`src/rtl/lane_deskew_pkg.sv`:
```
`timescale 1ns/1ps
package lane_deskew_pkg;

    localparam int          SYM_BITS   = 8;
    localparam logic [7:0]  COMMA_BYTE = 8'hBC;

    typedef struct packed {
        logic                k;
        logic [SYM_BITS-1:0] data;
    } sym_t;

    typedef enum logic {
        ST_SEARCH = 1'b0,
        ST_LOCKED = 1'b1
    } dsk_state_e;

    function automatic logic is_comma(sym_t s);
        return s.k && (s.data == COMMA_BYTE);
    endfunction

endpackage

```
`src/rtl/deskew_lane_fifo.sv`:
```
`timescale 1ns/1ps
module deskew_lane_fifo
    import lane_deskew_pkg::*;
#(
    parameter int DEPTH = 8,
    localparam int LW   = $clog2(DEPTH + 1)
) (
    input  logic          clk,
    input  logic          rst,
    input  logic          flush,
    input  logic          push,
    input  logic          pop,
    input  sym_t          din,
    output sym_t          head,
    output logic [LW-1:0] level
);
    localparam int AW = (DEPTH > 1) ? $clog2(DEPTH) : 1;
    localparam logic [AW-1:0] LAST = AW'(DEPTH - 1);

    sym_t          mem [DEPTH];
    logic [AW-1:0] wr_ptr;
    logic [AW-1:0] rd_ptr;

    function automatic logic [AW-1:0] bump(logic [AW-1:0] p);
        return (p == LAST) ? '0 : p + 1'b1;
    endfunction

    always_ff @(posedge clk) begin
        if (rst || flush) begin
            wr_ptr <= '0;
            rd_ptr <= '0;
            level  <= '0;
        end else begin
            if (push) wr_ptr <= bump(wr_ptr);
            if (pop)  rd_ptr <= bump(rd_ptr);
            case ({push, pop})
                2'b10:   level <= level + 1'b1;
                2'b01:   level <= level - 1'b1;
                default: level <= level;
            endcase
        end
    end

    always_ff @(posedge clk) begin
        if (push && !flush && !rst) mem[wr_ptr] <= din;
    end

    assign head = mem[rd_ptr];

    // the stored lead of an early lane must fit
    p_no_overflow_r5: assert property (@(posedge clk) disable iff (rst)
        (push && !pop && !flush) |-> (level < LW'(DEPTH)));

    // a locked read always finds a symbol
    p_no_underflow_r4: assert property (@(posedge clk) disable iff (rst)
        (pop && !flush) |-> (level != '0));

endmodule

```
`src/rtl/deskew_ctrl.sv`:
```
`timescale 1ns/1ps
module deskew_ctrl
    import lane_deskew_pkg::*;
#(
    parameter int LANES    = 4,
    parameter int MAX_SKEW = 5
) (
    input  logic             clk,
    input  logic             rst,
    input  logic             realign,
    input  logic [LANES-1:0] comma_now,
    output logic             flush_all,
    output logic [LANES-1:0] push,
    output logic             pop_all,
    output logic             locked,
    output logic             skew_err
);
    localparam int            CW       = $clog2(MAX_SKEW + 1);
    localparam logic [CW-1:0] SKEW_LIM = CW'(MAX_SKEW);

    dsk_state_e       state;
    logic [LANES-1:0] seen;
    logic [LANES-1:0] seen_next;
    logic [CW-1:0]    wait_cnt;
    logic             any_seen;
    logic             all_next;
    logic             timeout;

    assign seen_next = seen | comma_now;
    assign any_seen  = |seen;
    assign all_next  = &seen_next;
    assign timeout   = (state == ST_SEARCH) && any_seen &&
                       (wait_cnt >= SKEW_LIM) && !all_next;

    assign locked    = (state == ST_LOCKED);
    assign pop_all   = locked;
    assign flush_all = realign || timeout;
    assign push      = locked ? '1 : seen_next;

    always_ff @(posedge clk) begin
        if (rst) begin
            state    <= ST_SEARCH;
            seen     <= '0;
            wait_cnt <= '0;
            skew_err <= 1'b0;
        end else begin
            skew_err <= timeout && !realign;
            if (realign) begin
                state    <= ST_SEARCH;
                seen     <= '0;
                wait_cnt <= '0;
            end else if (state == ST_SEARCH) begin
                if (timeout) begin
                    seen     <= '0;
                    wait_cnt <= '0;
                end else if (all_next) begin
                    state    <= ST_LOCKED;
                    seen     <= '0;
                    wait_cnt <= '0;
                end else if (|seen_next) begin
                    seen     <= seen_next;
                    wait_cnt <= any_seen ? wait_cnt + 1'b1 : CW'(1);
                end
            end
        end
    end

    // the window counter never passes the skew budget
    p_window_bound_r6: assert property (@(posedge clk) disable iff (rst)
        wait_cnt <= SKEW_LIM);

    // a skew failure is a single-cycle pulse
    p_err_pulse_r7: assert property (@(posedge clk) disable iff (rst)
        skew_err |=> !skew_err);

    // a failed search never leaves the block locked
    p_err_unlocked_r6: assert property (@(posedge clk) disable iff (rst)
        skew_err |-> !locked);

    // lock persists until realign
    p_lock_holds_r10: assert property (@(posedge clk) disable iff (rst)
        (locked && !realign) |=> locked);

    // realign drops lock and raises no error
    p_realign_r8: assert property (@(posedge clk) disable iff (rst)
        realign |=> (!locked && !skew_err));

endmodule

```
`src/rtl/lane_deskew_aligner.sv`:
```
`timescale 1ns/1ps
module lane_deskew_aligner #(
    parameter int LANES    = 4,
    parameter int DEPTH    = 8,
    parameter int MAX_SKEW = 5
) (
    input  logic               clk,
    input  logic               rst,
    input  logic               realign,
    input  logic [LANES*8-1:0] lane_data_in,
    input  logic [LANES-1:0]   lane_k_in,
    output logic [LANES*8-1:0] lane_data_out,
    output logic [LANES-1:0]   lane_k_out,
    output logic               aligned,
    output logic               skew_err
);
    import lane_deskew_pkg::*;

    localparam int LW = $clog2(DEPTH + 1);

    logic [LANES-1:0]    comma_now;
    logic [LANES-1:0]    push;
    logic                pop_all;
    logic                flush_all;
    logic                locked;
    logic [LANES*LW-1:0] levels_all;

    deskew_ctrl #(
        .LANES    (LANES),
        .MAX_SKEW (MAX_SKEW)
    ) ctrl_i (
        .clk       (clk),
        .rst       (rst),
        .realign   (realign),
        .comma_now (comma_now),
        .flush_all (flush_all),
        .push      (push),
        .pop_all   (pop_all),
        .locked    (locked),
        .skew_err  (skew_err)
    );

    for (genvar g = 0; g < LANES; g++) begin : g_lane
        sym_t          in_sym;
        sym_t          head;
        logic [LW-1:0] level;

        assign in_sym.k    = lane_k_in[g];
        assign in_sym.data = lane_data_in[g*8 +: 8];
        assign comma_now[g] = is_comma(in_sym);

        deskew_lane_fifo #(
            .DEPTH (DEPTH)
        ) fifo_i (
            .clk   (clk),
            .rst   (rst),
            .flush (flush_all),
            .push  (push[g]),
            .pop   (pop_all),
            .din   (in_sym),
            .head  (head),
            .level (level)
        );

        assign lane_data_out[g*8 +: 8] = locked ? head.data : 8'h00;
        assign lane_k_out[g]           = locked && head.k;
        assign levels_all[g*LW +: LW]  = level;
    end

    assign aligned = locked;

    // the first locked cycle shows a comma on every lane
    p_first_comma_r3: assert property (@(posedge clk) disable iff (rst)
        $rose(aligned) |-> ((lane_k_out == '1) &&
                            (lane_data_out == {LANES{COMMA_BYTE}})));

    // while locked the per-lane delays do not move
    p_fixed_offsets_r5: assert property (@(posedge clk) disable iff (rst)
        (aligned && !realign) |=> $stable(levels_all));

    // nothing leaves the block before lock
    p_quiet_unlocked_r2: assert property (@(posedge clk) disable iff (rst)
        !aligned |-> ((lane_k_out == '0) && (lane_data_out == '0)));

endmodule

```
`config.mk`:
```
export PLATFORM = sky130hd
export DESIGN_NAME = lane_deskew_aligner
export DESIGN_NICKNAME = d
export VERILOG_FILES = /design/src/rtl/lane_deskew_pkg.sv /design/src/rtl/deskew_lane_fifo.sv /design/src/rtl/deskew_ctrl.sv /design/src/rtl/lane_deskew_aligner.sv
export SDC_FILE = /design/constraint.sdc
export NUM_CORES = 1
export LEC_CHECK = 0
export CAP_MARGIN = 10
export CELL_PAD_IN_SITES_DETAIL_PLACEMENT = 1
export CELL_PAD_IN_SITES_GLOBAL_PLACEMENT = 1
export CORE_MARGIN = 2
export CORE_UTILIZATION = 52
export CTS_CLUSTER_DIAMETER = 40
export DETAILED_ROUTE_END_ITERATION = 12
export PLACE_DENSITY = 0.79
export SLEW_MARGIN = 5
export SYNTH_ARGS = -nofsm -noshare
export SYNTH_HDL_FRONTEND = slang
export SYNTH_SLANG_ARGS = --single-unit
```
`constraint.sdc`:
```
create_clock -name clk -period 3.2 [get_ports clk]
set_clock_uncertainty 0.2 [all_clocks]
set_input_delay 0.48 -clock clk [delete_from_list [all_inputs] [get_ports clk]]
set_output_delay 0.48 -clock clk [all_outputs]
set_load 0.02 [all_outputs]
```
After elaboration in Yosys (flattened, before gate mapping)
Memory sizes are Yosys's and may differ from the RTL's. A register that Yosys moved wholly into a read port is not among the register bits. Index checks and enable logic that the tools add are counted.

Word-level logic and storage cells: 111. Input bits: 39. Memories kept: 4. Output and inout port bits: 38. RAM bits: 288. Register bits: 33.

Bitwise logic cells: 2. Order comparisons: 1. Muxes and demuxes: 39. Add/sub/neg operators: 9. Equality and inequality tests: 12. Reductions and logical operators: 32.

Memories: g_lane[0].fifo_i.mem (words 8, width 9, rd ports 1, clocked after memory_dff 1, write ports 1, RTL line deskew_lane_fifo.sv:20) `sym_t mem [DEPTH];`; g_lane[1].fifo_i.mem (words 8, width 9, rd ports 1, clocked after memory_dff 1, write ports 1, RTL line deskew_lane_fifo.sv:20); g_lane[2].fifo_i.mem (words 8, width 9, rd ports 1, clocked after memory_dff 1, write ports 1, RTL line deskew_lane_fifo.sv:20); g_lane[3].fifo_i.mem (words 8, width 9, rd ports 1, clocked after memory_dff 1, write ports 1, RTL line deskew_lane_fifo.sv:20).

Operators by type and width (count): two-way mux 3 bit (20); == test 8 bit, second input constant (4); two-way mux 8 bit (4); adder 3 x 1 -> 3 bit, second input constant (9); == test 3 bit, second input constant (8); logical AND 1 bit (20); two-way mux 4 bit (4); two-way mux 1 bit (11); OR reduction 4 bit (2); logical NOT 1 bit (4); bitwise OR 4 bit (1); AND reduction 4 bit (1); greater-or-equal comparator 3 bit, second input constant (1); nonzero test 3 bit (1); logical OR 1 bit (2); AND reduction 2 bit (1); OR reduction 2 bit (1); inverter 1 bit (1).

Logic depth before layout (Yosys ltp)
Gate-level depths: netlist (run 1).

Word-level depth: 12. Depth in mapped cells: 8. Mapped depth without buffers: 7.

Cells and area by module
From an unflattened synthesis (run 1), not the netlist that was laid out.

Cell total of the unflattened synthesis: 827. Area total of the unflattened synthesis: 14602.8 µm².

By module, submodules not included: deskew_lane_fifo (cells each 178, area each 3428.3 µm², seq. area each 2422.3 µm², instances 4); deskew_ctrl (cells each 60, area each 504.2 µm², seq. area each 180.2 µm², instances 1); lane_deskew_aligner (cells each 55, area each 385.4 µm², seq. area each 0.0 µm², instances 1).

Worst setup path after synthesis (run 1)
No wires, ideal clock.

Kind: input to register. From: input lane_data_in[14]. To: memory g_lane[1].fifo_i.mem[1][0] (netlist bit) (enable). Data arrival time: 2.375 ns. Setup time: 0.382 ns. Stages on the path: 6. Path slack: 0.243 ns. Data required time: 2.618 ns. Buffers on the path: 1. Path through: and4b_1 > a41oi_4 > o41ai_4 > nand2_2 > buf_4 > nor4_2.

Longest elaborated chain between the ends: 12. Elaborated cells on any way between the ends: 13. Classes of those cells: eq/ne: 1; mux: 3; bitwise: 1; reduce/logical: 8.

Ends and longest elaborated chain: start, declared (RTL line lane_deskew_aligner.sv:10) `input logic [LANES*8-1:0] lane_data_in,`; == test 8 bit (*) (RTL line lane_deskew_pkg.sv:18) `return s.k && (s.data == COMMA_BYTE);`; logical AND 1 bit (*) (RTL line lane_deskew_pkg.sv:18); bitwise OR 4 bit (*) (RTL line deskew_ctrl.sv:29) `assign seen_next = seen | comma_now;`; AND reduction 4 bit (RTL line deskew_ctrl.sv:31) `assign all_next = &seen_next;`; logical NOT 1 bit (RTL line deskew_ctrl.sv:33) `(wait_cnt >= SKEW_LIM) && !all_next;`; logical AND 1 bit (RTL line deskew_ctrl.sv:33); logical OR 1 bit (RTL line deskew_ctrl.sv:37) `assign flush_all = realign || timeout;`; logical NOT 1 bit (RTL line deskew_lane_fifo.sv:45) `if (push && !flush && !rst) mem[wr_ptr] <= din;`; logical AND 1 bit (*) (2 in series) (RTL line deskew_lane_fifo.sv:45); two-way mux 1 bit (*) (RTL line deskew_lane_fifo.sv:45); two-way mux 1 bit (implied by the code) (*) (RTL line deskew_lane_fifo.sv:45); end, declared (RTL line deskew_lane_fifo.sv:20).

Every way passes the cells marked *; elsewhere a longest branch is shown, timed or not.

==> flow_metrics.env, run 1 <==
export IMPL_power_density_mw_per_mm2=597
export IMPL_first_pass_iters=6
export IMPL_cts_made_buffers=44
export IMPL_cts_resized=7
export IMPL_cp_end_kind="output pin"
export IMPL_viasPerCell=5.83
export IMPL_nets=932
export IMPL_timing_final_crit_share_pct=96.8
export IMPL_post_dp_cell_area_mm2=0.0150
export IMPL_setup_viol_count_final=0
export IMPL_startpoint_type="flip-flop"
export IMPL_drive_above_1_share_pct=30.1
export IMPL_required_ns=2.52
export IMPL_synth_most_common_cell="edfxtp_1"
export IMPL_die_h_um=163
export IMPL_period_minus_slack_ns=3.10
export IMPL_drtIter0Drc=498
export IMPL_synth_top_area_share_pct=65.4
export IMPL_post_place_cells=1159
export IMPL_post_drt_wl_per_cell_um=25.2
export IMPL_antenna_found_initial=0
export IMPL_seq_power_share_pct=47.6
export IMPL_clk_latency_ns=0.53
export IMPL_die_x_um=163
export IMPL_dp_hpwl_mm=20.0
export IMPL_grtUsageMet2_pct=42.9
export IMPL_finalSetupTns_ns=0
export IMPL_cts_tree="built"
export IMPL_path_class="flip-flop to output pin"
export IMPL_yosysSeqAreaShare_pct=72.2
export IMPL_synth_ff_type="edfxtp_1"
export IMPL_grtUsageTotal_pct=24.4
export IMPL_tightest_slew_ns=0.717
export IMPL_design_area_mm2=0.0166
export IMPL_hold_buffers=0
export IMPL_place_congestion=0.757
export IMPL_combPwrFrac_pct=1.7
export IMPL_post_synth_top_area_cell="edfxtp_1"
export IMPL_synth_nets=755
export IMPL_cts_root_buffer="clkbuf_16"
export IMPL_pin_count=77
export IMPL_synth_edf_count=288
export IMPL_num_antenna_cells=0
export IMPL_grt_use_met1_pct=29.7
export IMPL_power_switching_mw=2.00
export IMPL_grt_ovfl_total=0
export IMPL_layoutNonFillerInstCount=1240
export IMPL_max_freq_ghz=0.323
export IMPL_ys_seq_elements=333
export IMPL_clk_path_buf_depth=3
export IMPL_finalPower_mw=9.89
export IMPL_cts_setup_buffers=0
export IMPL_syn_area_mm2=0.0132
export IMPL_grt_met3_usage_pct=4.85
export IMPL_worstPathMaxFanout=18
export IMPL_cts_sinks=333
export IMPL_die_area_mm2=0.0267
export IMPL_synthToLayoutAreaGrowth_pct=25.4
export IMPL_cpMaxStageDelayCell="clkdlybuf4s50_1"
export IMPL_finalHoldViolations=0
export IMPL_async_flop_share_pct=0
export IMPL_slew_headroom_pct=52.1
export IMPL_hold_ws_ns=0.321
export IMPL_grt_pass1_vias=8203
export IMPL_coreArea_mm2=0.0250
export IMPL_status="finished, final reports clean"
export IMPL_top_usage_layer="met2"
export IMPL_grt_pass1_wl_mm=48.3
export IMPL_pwr_share_clk_pct=50.6
export IMPL_path_clk_slew_ns=0.06
export IMPL_port_buffers=76
export IMPL_synth_area_top_cells="edfxtp_1, mux4_2, dfxtp_1"
export IMPL_wirelength_mm=31.3
export IMPL_grt_max_degree=45
export IMPL_rows=58
export IMPL_htreeDepth=2
export IMPL_ir_drop_v=0.000614
export IMPL_start_util_pct=52.8
export IMPL_hold_class="flip-flop to flip-flop"
export IMPL_synthDistinctLibCells=43
export IMPL_rsz0062_at_grt="no"
export IMPL_ys_warnings_count=0
export IMPL_postSynthAreaPerCell_um2=18.9
export IMPL_ant_nets=0
export IMPL_drv_cap=0
export IMPL_slew_violations=0
export IMPL_dr_total_vias=7227
export IMPL_p_sw_share_pct=20.2
export IMPL_max_stage_delay_ns=0.54
export IMPL_arrival_ns=2.42
export IMPL_internal_power_mw=7.89
export IMPL_p_leak_nw=5.60
export IMPL_drc_errors=0
export IMPL_synth_cells=698
export IMPL_crit_chain="buf_12, mux4_2, mux2i_1, nor2_1, clkdlybuf4s50_1"
export IMPL_synth_common_cells="edfxtp_1, nor2_1, mux4_2"
[through the flow]
stage | utilization (%) | setup WS [ns]
after floorplan | - | 0.243
after global routing | 66.2 | 0.00758
final | 66.2 | 0.103
after global placement | 59.8 | -0.138
after detailed placement | 59.8 | -0.294
after CTS | 66.0 | 0.00122
[power by group through the flow]
stage | clock network, mW | registers [mW] | logic, mW
after floorplan | 0 | 4.80 | 0.0207
after global placement | 0 | 4.80 | 0.158
after detailed placement | 0 | 4.80 | 0.172
after CTS | 5.08 | 4.71 | 0.174
after global routing | 5.25 | 4.71 | 0.185
final | 5.01 | 4.71 | 0.173
[cells by family (layout without fill, tap and decap cells)]
kind of cell	Yosys count	in the layout	share of synthesized area [%]
compound gates	29	29	2.14
simple gates	157	157	6.68
mux	120	120	15.9
flops	333	333	72.2
buf+inv	41	253	1.34
fa+ha+maj	18	18	1.70
[per-layer routing]
metal,vias up,wire length [um]
li1,3180,-
met5,-,0
met2,238,16400
met1,3738,12100
met4,0,1030
met3,71,1750
[cells in the final DEF (no fill, tap or decap), types with 13 or more instances in the layout]
cell,instances
edfxtp_1,288
clkdlybuf4s50_1,64
mux2i_1,47
buf_4,87
nor4_2,13
ha_1,18
clkbuf_16,48
nor2_1,76
dfxtp_1,44
mux4_2,72
[registers in the layout (all words and copies together) (netlist names), named ones only]
name                  flops
ctrl_i.locked             1
ctrl_i.skew_err           1
ctrl_i.wait_cnt           3
g_lane.fifo_i.mem       288
g_lane.fifo_i.wr_ptr     12
ctrl_i.seen               4
g_lane.fifo_i.rd_ptr     12
[layout make-up]
| class | count | area [um2] |
|---|---|---|
| Sequential cell | 333 | 9550 |
| Fill cell | 2128 | 8460 |
| Multi-Input combinational cell | 324 | 3500 |
| Timing Repair Buffer | 169 | 1560 |
| Clock buffer | 51 | 1220 |
| Tap cell | 330 | 413 |
| Clock inverter | 30 | 323 |
| Inverter | 3 | 11.3 |
[critical path: cells and delay by family (launching register included)]
| family | cells | cell delay [ns] |
|---|---|---|
| buffers and inverters | 2 | 0.75 |
| multiplexers | 2 | 0.69 |
| flip-flops | 1 | 0.37 |
| AND/OR/NAND/NOR | 1 | 0.06 |
[final timing paths]
check | start | to | slack (ns) | cells after the start
min | ctrl_i.wait_cnt[0] | ctrl_i.wait_cnt[0] | 0.32 | 2
max reg2reg | ctrl_i.seen[0] | g_lane[1].fifo_i.mem[4][5] | 0.41 | 7
max | flip-flop | lane_data_out[7] | 0.10 | 5
min reg2reg | ctrl_i.wait_cnt[0] | ctrl_i.wait_cnt[0] | 0.32 | 2
(Power assumes the default switching activity.)
==> inputs of run 2 (changes only) <==
- SKIP_CTS_REPAIR_TIMING: not set -> 1
==> flow_metrics.env, run 2 (same netlist as run 1, synthesis figures left out) <==
export IMPL_max_stage_delay_ns=0.54
export IMPL_crit_chain="buf_12, mux4_2, mux2i_1, nor2_1, clkdlybuf4s50_1"
export IMPL_dp_hpwl_mm=20.0
export IMPL_start_util_pct=52.8
export IMPL_timing_final_crit_share_pct=98.4
export IMPL_slew_headroom_pct=54.8
export IMPL_layoutNonFillerInstCount=1240
export IMPL_critical_path_buf_inv_count=2
export IMPL_die_area_mm2=0.0267
export IMPL_post_drt_wl_per_cell_um=25.3
export IMPL_ir_drop_v=0.000614
export IMPL_grt_max_degree=45
export IMPL_cts_tree="built"
export IMPL_synthToLayoutAreaGrowth_pct=25.4
export IMPL_pwr_share_clk_pct=50.6
export IMPL_layout_commonest_cell="edfxtp_1"
export IMPL_finalHoldViolations=0
export IMPL_port_buffers=76
export IMPL_combPwrFrac_pct=1.8
export IMPL_internal_power_mw=7.89
export IMPL_power_switching_mw=1.99
export IMPL_startpoint_type="flip-flop"
export IMPL_grt_ovfl_total=0
export IMPL_pin_count=77
export IMPL_arrival_ns=2.47
export IMPL_grt_pass1_vias=8194
export IMPL_coreArea_mm2=0.0250
export IMPL_drc_errors=0
export IMPL_clk_latency_ns=0.53
export IMPL_final_cell_mix="edfxtp_1, buf_4, nor2_1, mux4_2, clkdlybuf4s50_1"
export IMPL_drive_above_1_share_pct=30.1
export IMPL_period_minus_slack_ns=3.15
export IMPL_setup_viol_count_final=0
export IMPL_crit_family="buffers and inverters"
export IMPL_seq_power_share_pct=47.6
export IMPL_p_leak_nw=5.60
export IMPL_max_freq_ghz=0.318
export IMPL_power_density_mw_per_mm2=597
export IMPL_utilization_pct=66.2
export IMPL_clk_path_buf_depth=3
export IMPL_multi_input_area_mm2=0.00350
export IMPL_hold_ws_ns=0.321
export IMPL_pre_cts_slack_ns=-0.294
export IMPL_nets=932
export IMPL_p_sw_share_pct=20.2
export IMPL_place_congestion=0.757
export IMPL_drtIter0Drc=484
export IMPL_cp_end_kind="output pin"
export IMPL_cts_made_buffers=44
export IMPL_hold_class="flip-flop to flip-flop"
export IMPL_reg_top3="g_lane.fifo_i.mem: 288 flops, g_lane.fifo_i.rd_ptr: 12 flops, g_lane.fifo_i.wr_ptr: 12 flops"
export IMPL_htreeDepth=2
export IMPL_path_class="flip-flop to output pin"
export IMPL_drv_cap=0
export IMPL_status="finished, final reports clean"
export IMPL_dr_total_vias=7206
export IMPL_tightest_slew_ns=0.678
export IMPL_die_x_um=163
export IMPL_largest_reg_flops=288
export IMPL_finalPower_mw=9.89
export IMPL_ant_nets=0
export IMPL_cts_sinks=333
export IMPL_path_clk_slew_ns=0.06
export IMPL_design_area_mm2=0.0166
export IMPL_wirelength_mm=31.4
export IMPL_post_place_cells=1159
export IMPL_fill_cells=2127
export IMPL_cts_root_buffer="clkbuf_16"
export IMPL_finalSetupTns_ns=0
export IMPL_antenna_found_initial=0
export IMPL_cpMaxStageDelayCell="mux4_2"
export IMPL_num_antenna_cells=0
export IMPL_grtUsageTotal_pct=24.3
export IMPL_top_register="g_lane.fifo_i.mem"
export IMPL_seq_area_mm2=0.00955
export IMPL_first_pass_iters=5
export IMPL_rows=58
export IMPL_post_dp_cell_area_mm2=0.0150
export IMPL_worstPathMaxFanout=18
export IMPL_viasPerCell=5.81
export IMPL_slew_violations=0
export IMPL_grt_pass1_wl_mm=48.3
export IMPL_required_ns=2.52
export IMPL_setup_ws_ns=0.0514
export IMPL_die_h_um=163
[run 2: cell count changes in the layout (fill, tap and decap cells not counted), sizes merged]
cell           delta
clkdlybuf4s50     +1
dlygate4sd2       -1
[run 2: worst min-delay path, cell delays in order (launching register included)]
cell and delay [ns]:
dfxtp_1 0.34, nand3_1 0.07, o21ai_1 0.06
[run 2: worst paths after layout]
path | startpoint | to | slack [ns] | cells after the start
setup / recovery | flip-flop | lane_k_out[1] | 0.05 | 5
hold / removal | ctrl_i.wait_cnt[0] | ctrl_i.wait_cnt[0] | 0.32 | 2
setup reg to reg | ctrl_i.seen[0] | g_lane[2].fifo_i.mem[5][6] | 0.43 | 7
hold reg to reg | ctrl_i.wait_cnt[0] | ctrl_i.wait_cnt[0] | 0.32 | 2
[run 2: layer usage]
layer / wire length, um / track usage, % / vias to the layer above
met2: 16500 / 42.8 / 219
met3: 1620 / 4.95 / 70
met4: 1050 / 9.69 / 0
li1: - / - / 3172
met5: 0 / 0 / -
met1: 12200 / 29.6 / 3745
[run 2: power by group through the flow]
stage          sequential [mW]  combinational [mW]  clock [mW]
2_1_floorplan             4.80              0.0207           0
3_3_place_gp              4.80               0.158           0
3_5_place_dp              4.80               0.172           0
4_1_cts                   4.71               0.174        5.08
5_1_grt                   4.71               0.185        5.25
6_report                  4.71               0.173        5.01
[run 2: cell type report]
| cell class | count | share of cell area [%] |
|---|---|---|
| clock buffer | 51 | 7.37 |
| clock inverter | 30 | 1.95 |
| inverter | 3 | 0.0679 |
| multi-input combinational | 324 | 21.1 |
| sequential | 333 | 57.6 |
| tap | 330 | 2.49 |
| timing repair buffer | 169 | 9.42 |
==> inputs of run 3 (changes only) <==
- PLACE_DENSITY: 0.79 -> 0.89
==> flow_metrics.env, run 3 (same netlist as run 1, synthesis figures left out) <==
export IMPL_hold_class="primary input to flip-flop"
export IMPL_clk_path_buf_depth=3
export IMPL_path_class="flip-flop to output pin"
export IMPL_max_freq_ghz=0.320
export IMPL_pwr_share_clk_pct=50.8
export IMPL_timing_final_crit_share_pct=97.8
export IMPL_layout_commonest_cell="edfxtp_1"
export IMPL_wirelength_mm=32.0
export IMPL_drc_errors=0
export IMPL_start_util_pct=52.8
export IMPL_p_sw_share_pct=19.6
export IMPL_top_usage_layer="met2"
export IMPL_startpoint_type="flip-flop"
export IMPL_cts_root_buffer="clkbuf_16"
export IMPL_combPwrFrac_pct=1.7
export IMPL_grtUsageMet2_pct=44.1
export IMPL_coreArea_mm2=0.0250
export IMPL_finalHoldViolations=0
export IMPL_grt_met3_usage_pct=3.81
export IMPL_layoutNonFillerInstCount=1235
export IMPL_drtIter0Drc=466
export IMPL_power_density_mw_per_mm2=599
export IMPL_die_h_um=163
export IMPL_place_congestion=0.773
export IMPL_path_clk_slew_ns=0.06
export IMPL_dp_hpwl_mm=20.2
export IMPL_first_pass_iters=5
export IMPL_drive_above_1_share_pct=29.7
export IMPL_largest_reg_flops=288
export IMPL_cts_tree="built"
export IMPL_grt_use_met1_pct=31.8
export IMPL_tightest_slew_ns=0.656
export IMPL_grt_pass1_vias=8289
export IMPL_rows=58
export IMPL_nets=930
export IMPL_slew_headroom_pct=56.2
export IMPL_die_x_um=163
export IMPL_post_drt_wl_per_cell_um=25.9
export IMPL_top_register="g_lane.fifo_i.mem"
export IMPL_arrival_ns=2.45
export IMPL_cts_made_buffers=41
export IMPL_pin_count=77
export IMPL_status="finished, final reports clean"
export IMPL_clk_latency_ns=0.53
export IMPL_reg_top3="g_lane.fifo_i.mem: 288 flops, g_lane.fifo_i.rd_ptr: 12 flops, g_lane.fifo_i.wr_ptr: 12 flops"
export IMPL_cts_sinks=333
export IMPL_power_switching_mw=1.94
export IMPL_finalPower_mw=9.92
export IMPL_required_ns=2.52
export IMPL_p_leak_nw=5.67
export IMPL_setup_viol_count_final=0
export IMPL_antenna_found_initial=0
export IMPL_seq_power_share_pct=47.5
export IMPL_slew_violations=0
export IMPL_grtUsageTotal_pct=25.0
export IMPL_dr_total_vias=7265
export IMPL_ir_drop_v=0.000495
export IMPL_grt_max_degree=32
export IMPL_viasPerCell=5.88
export IMPL_period_minus_slack_ns=3.13
export IMPL_post_place_cells=1160
export IMPL_worstPathMaxFanout=18
export IMPL_internal_power_mw=7.98
export IMPL_synthToLayoutAreaGrowth_pct=25.2
export IMPL_die_area_mm2=0.0267
export IMPL_grt_ovfl_total=0
export IMPL_ant_nets=0
export IMPL_port_buffers=76
export IMPL_grt_pass1_wl_mm=49.6
export IMPL_num_antenna_cells=0
export IMPL_htreeDepth=2
export IMPL_drv_cap=0
export IMPL_final_cell_mix="edfxtp_1, buf_4, nor2_1, mux4_2, clkdlybuf4s50_1"
export IMPL_cp_end_kind="output pin"
==> run 3: changes by cell type in the layout (fill, tap and decap cells not counted), moves of 3 or more <==
cell	change
dlymetal6s2s_1	+5
bufinv_16	+3
clkinv_4	-5
buf_4	+3
clkinv_2	-4
clkdlybuf4s50_1	-5
clkbuf_16	-4
clkbuf_8	+3
==> run 3: stage by stage <==
stage	hold slack, ns	instance area, um2	setup slack [ns]	utilization [%]	setup TNS [ns]
6_report	0.199	16600	0.0705	66.1	0
5_1_grt	0.190	16600	-0.00817	66.1	-0.0122
4_1_cts	0.345	16500	-0.195	65.8	-2.14
3_5_place_dp	0.328	14900	-0.339	59.7	-72.37
3_3_place_gp	0.293	14900	-0.135	59.7	-27.63
2_1_floorplan	0.280	13200	0.243	-	0
==> run 3: routing by layer <==
metal | vias to the layer above | wire length [um]
met3 | 72 | 1370
met5 | - | 0
li1 | 3182 | -
met1 | 3803 | 12900
met2 | 208 | 16900
met4 | 0 | 800
==> run 3: power groups by stage <==
| stage | combinational [mW] | clock (mW) | sequential [mW] |
|---|---|---|---|
| floorplan | 0.0207 | 0 | 4.80 |
| global placement | 0.155 | 0 | 4.80 |
| detailed placement | 0.169 | 0 | 4.80 |
| CTS | 0.171 | 5.10 | 4.71 |
| global route | 0.183 | 5.26 | 4.71 |
| finish | 0.171 | 5.04 | 4.71 |
==> run 3: path summary, 6_finish.rpt <==
| check | startpoint | end | slack, ns | cells past startpoint |
|---|---|---|---|---|
| max | flip-flop | lane_k_out[2] | 0.07 | 5 |
| max reg2reg | ctrl_i.seen[1] | g_lane[3].fifo_i.mem[1][4] | 0.40 | 7 |
| min | lane_data_in[10] | g_lane[1].fifo_i.mem[6][2] | 0.20 | 1 |
| min reg2reg | ctrl_i.wait_cnt[1] | ctrl_i.wait_cnt[1] | 0.34 | 2 |
==> run 3: cell type report <==
type                       count  area, um2
sequential                   333       9550
fill                        2097       8480
multi-input combinational    324       3500
timing repair buffer         170       1560
clock buffer                  51       1170
tap                          330        413
clock inverter                24        355
inverter                       3       11.3
==> run 3: worst max-delay path, cell delays in order (launching register included) <==
cell and delay [ns]:
dfxtp_1 0.35, buf_12 0.20, mux4_2 0.54, mux2i_1 0.17, nor2_1 0.07, clkdlybuf4s50_1 0.57
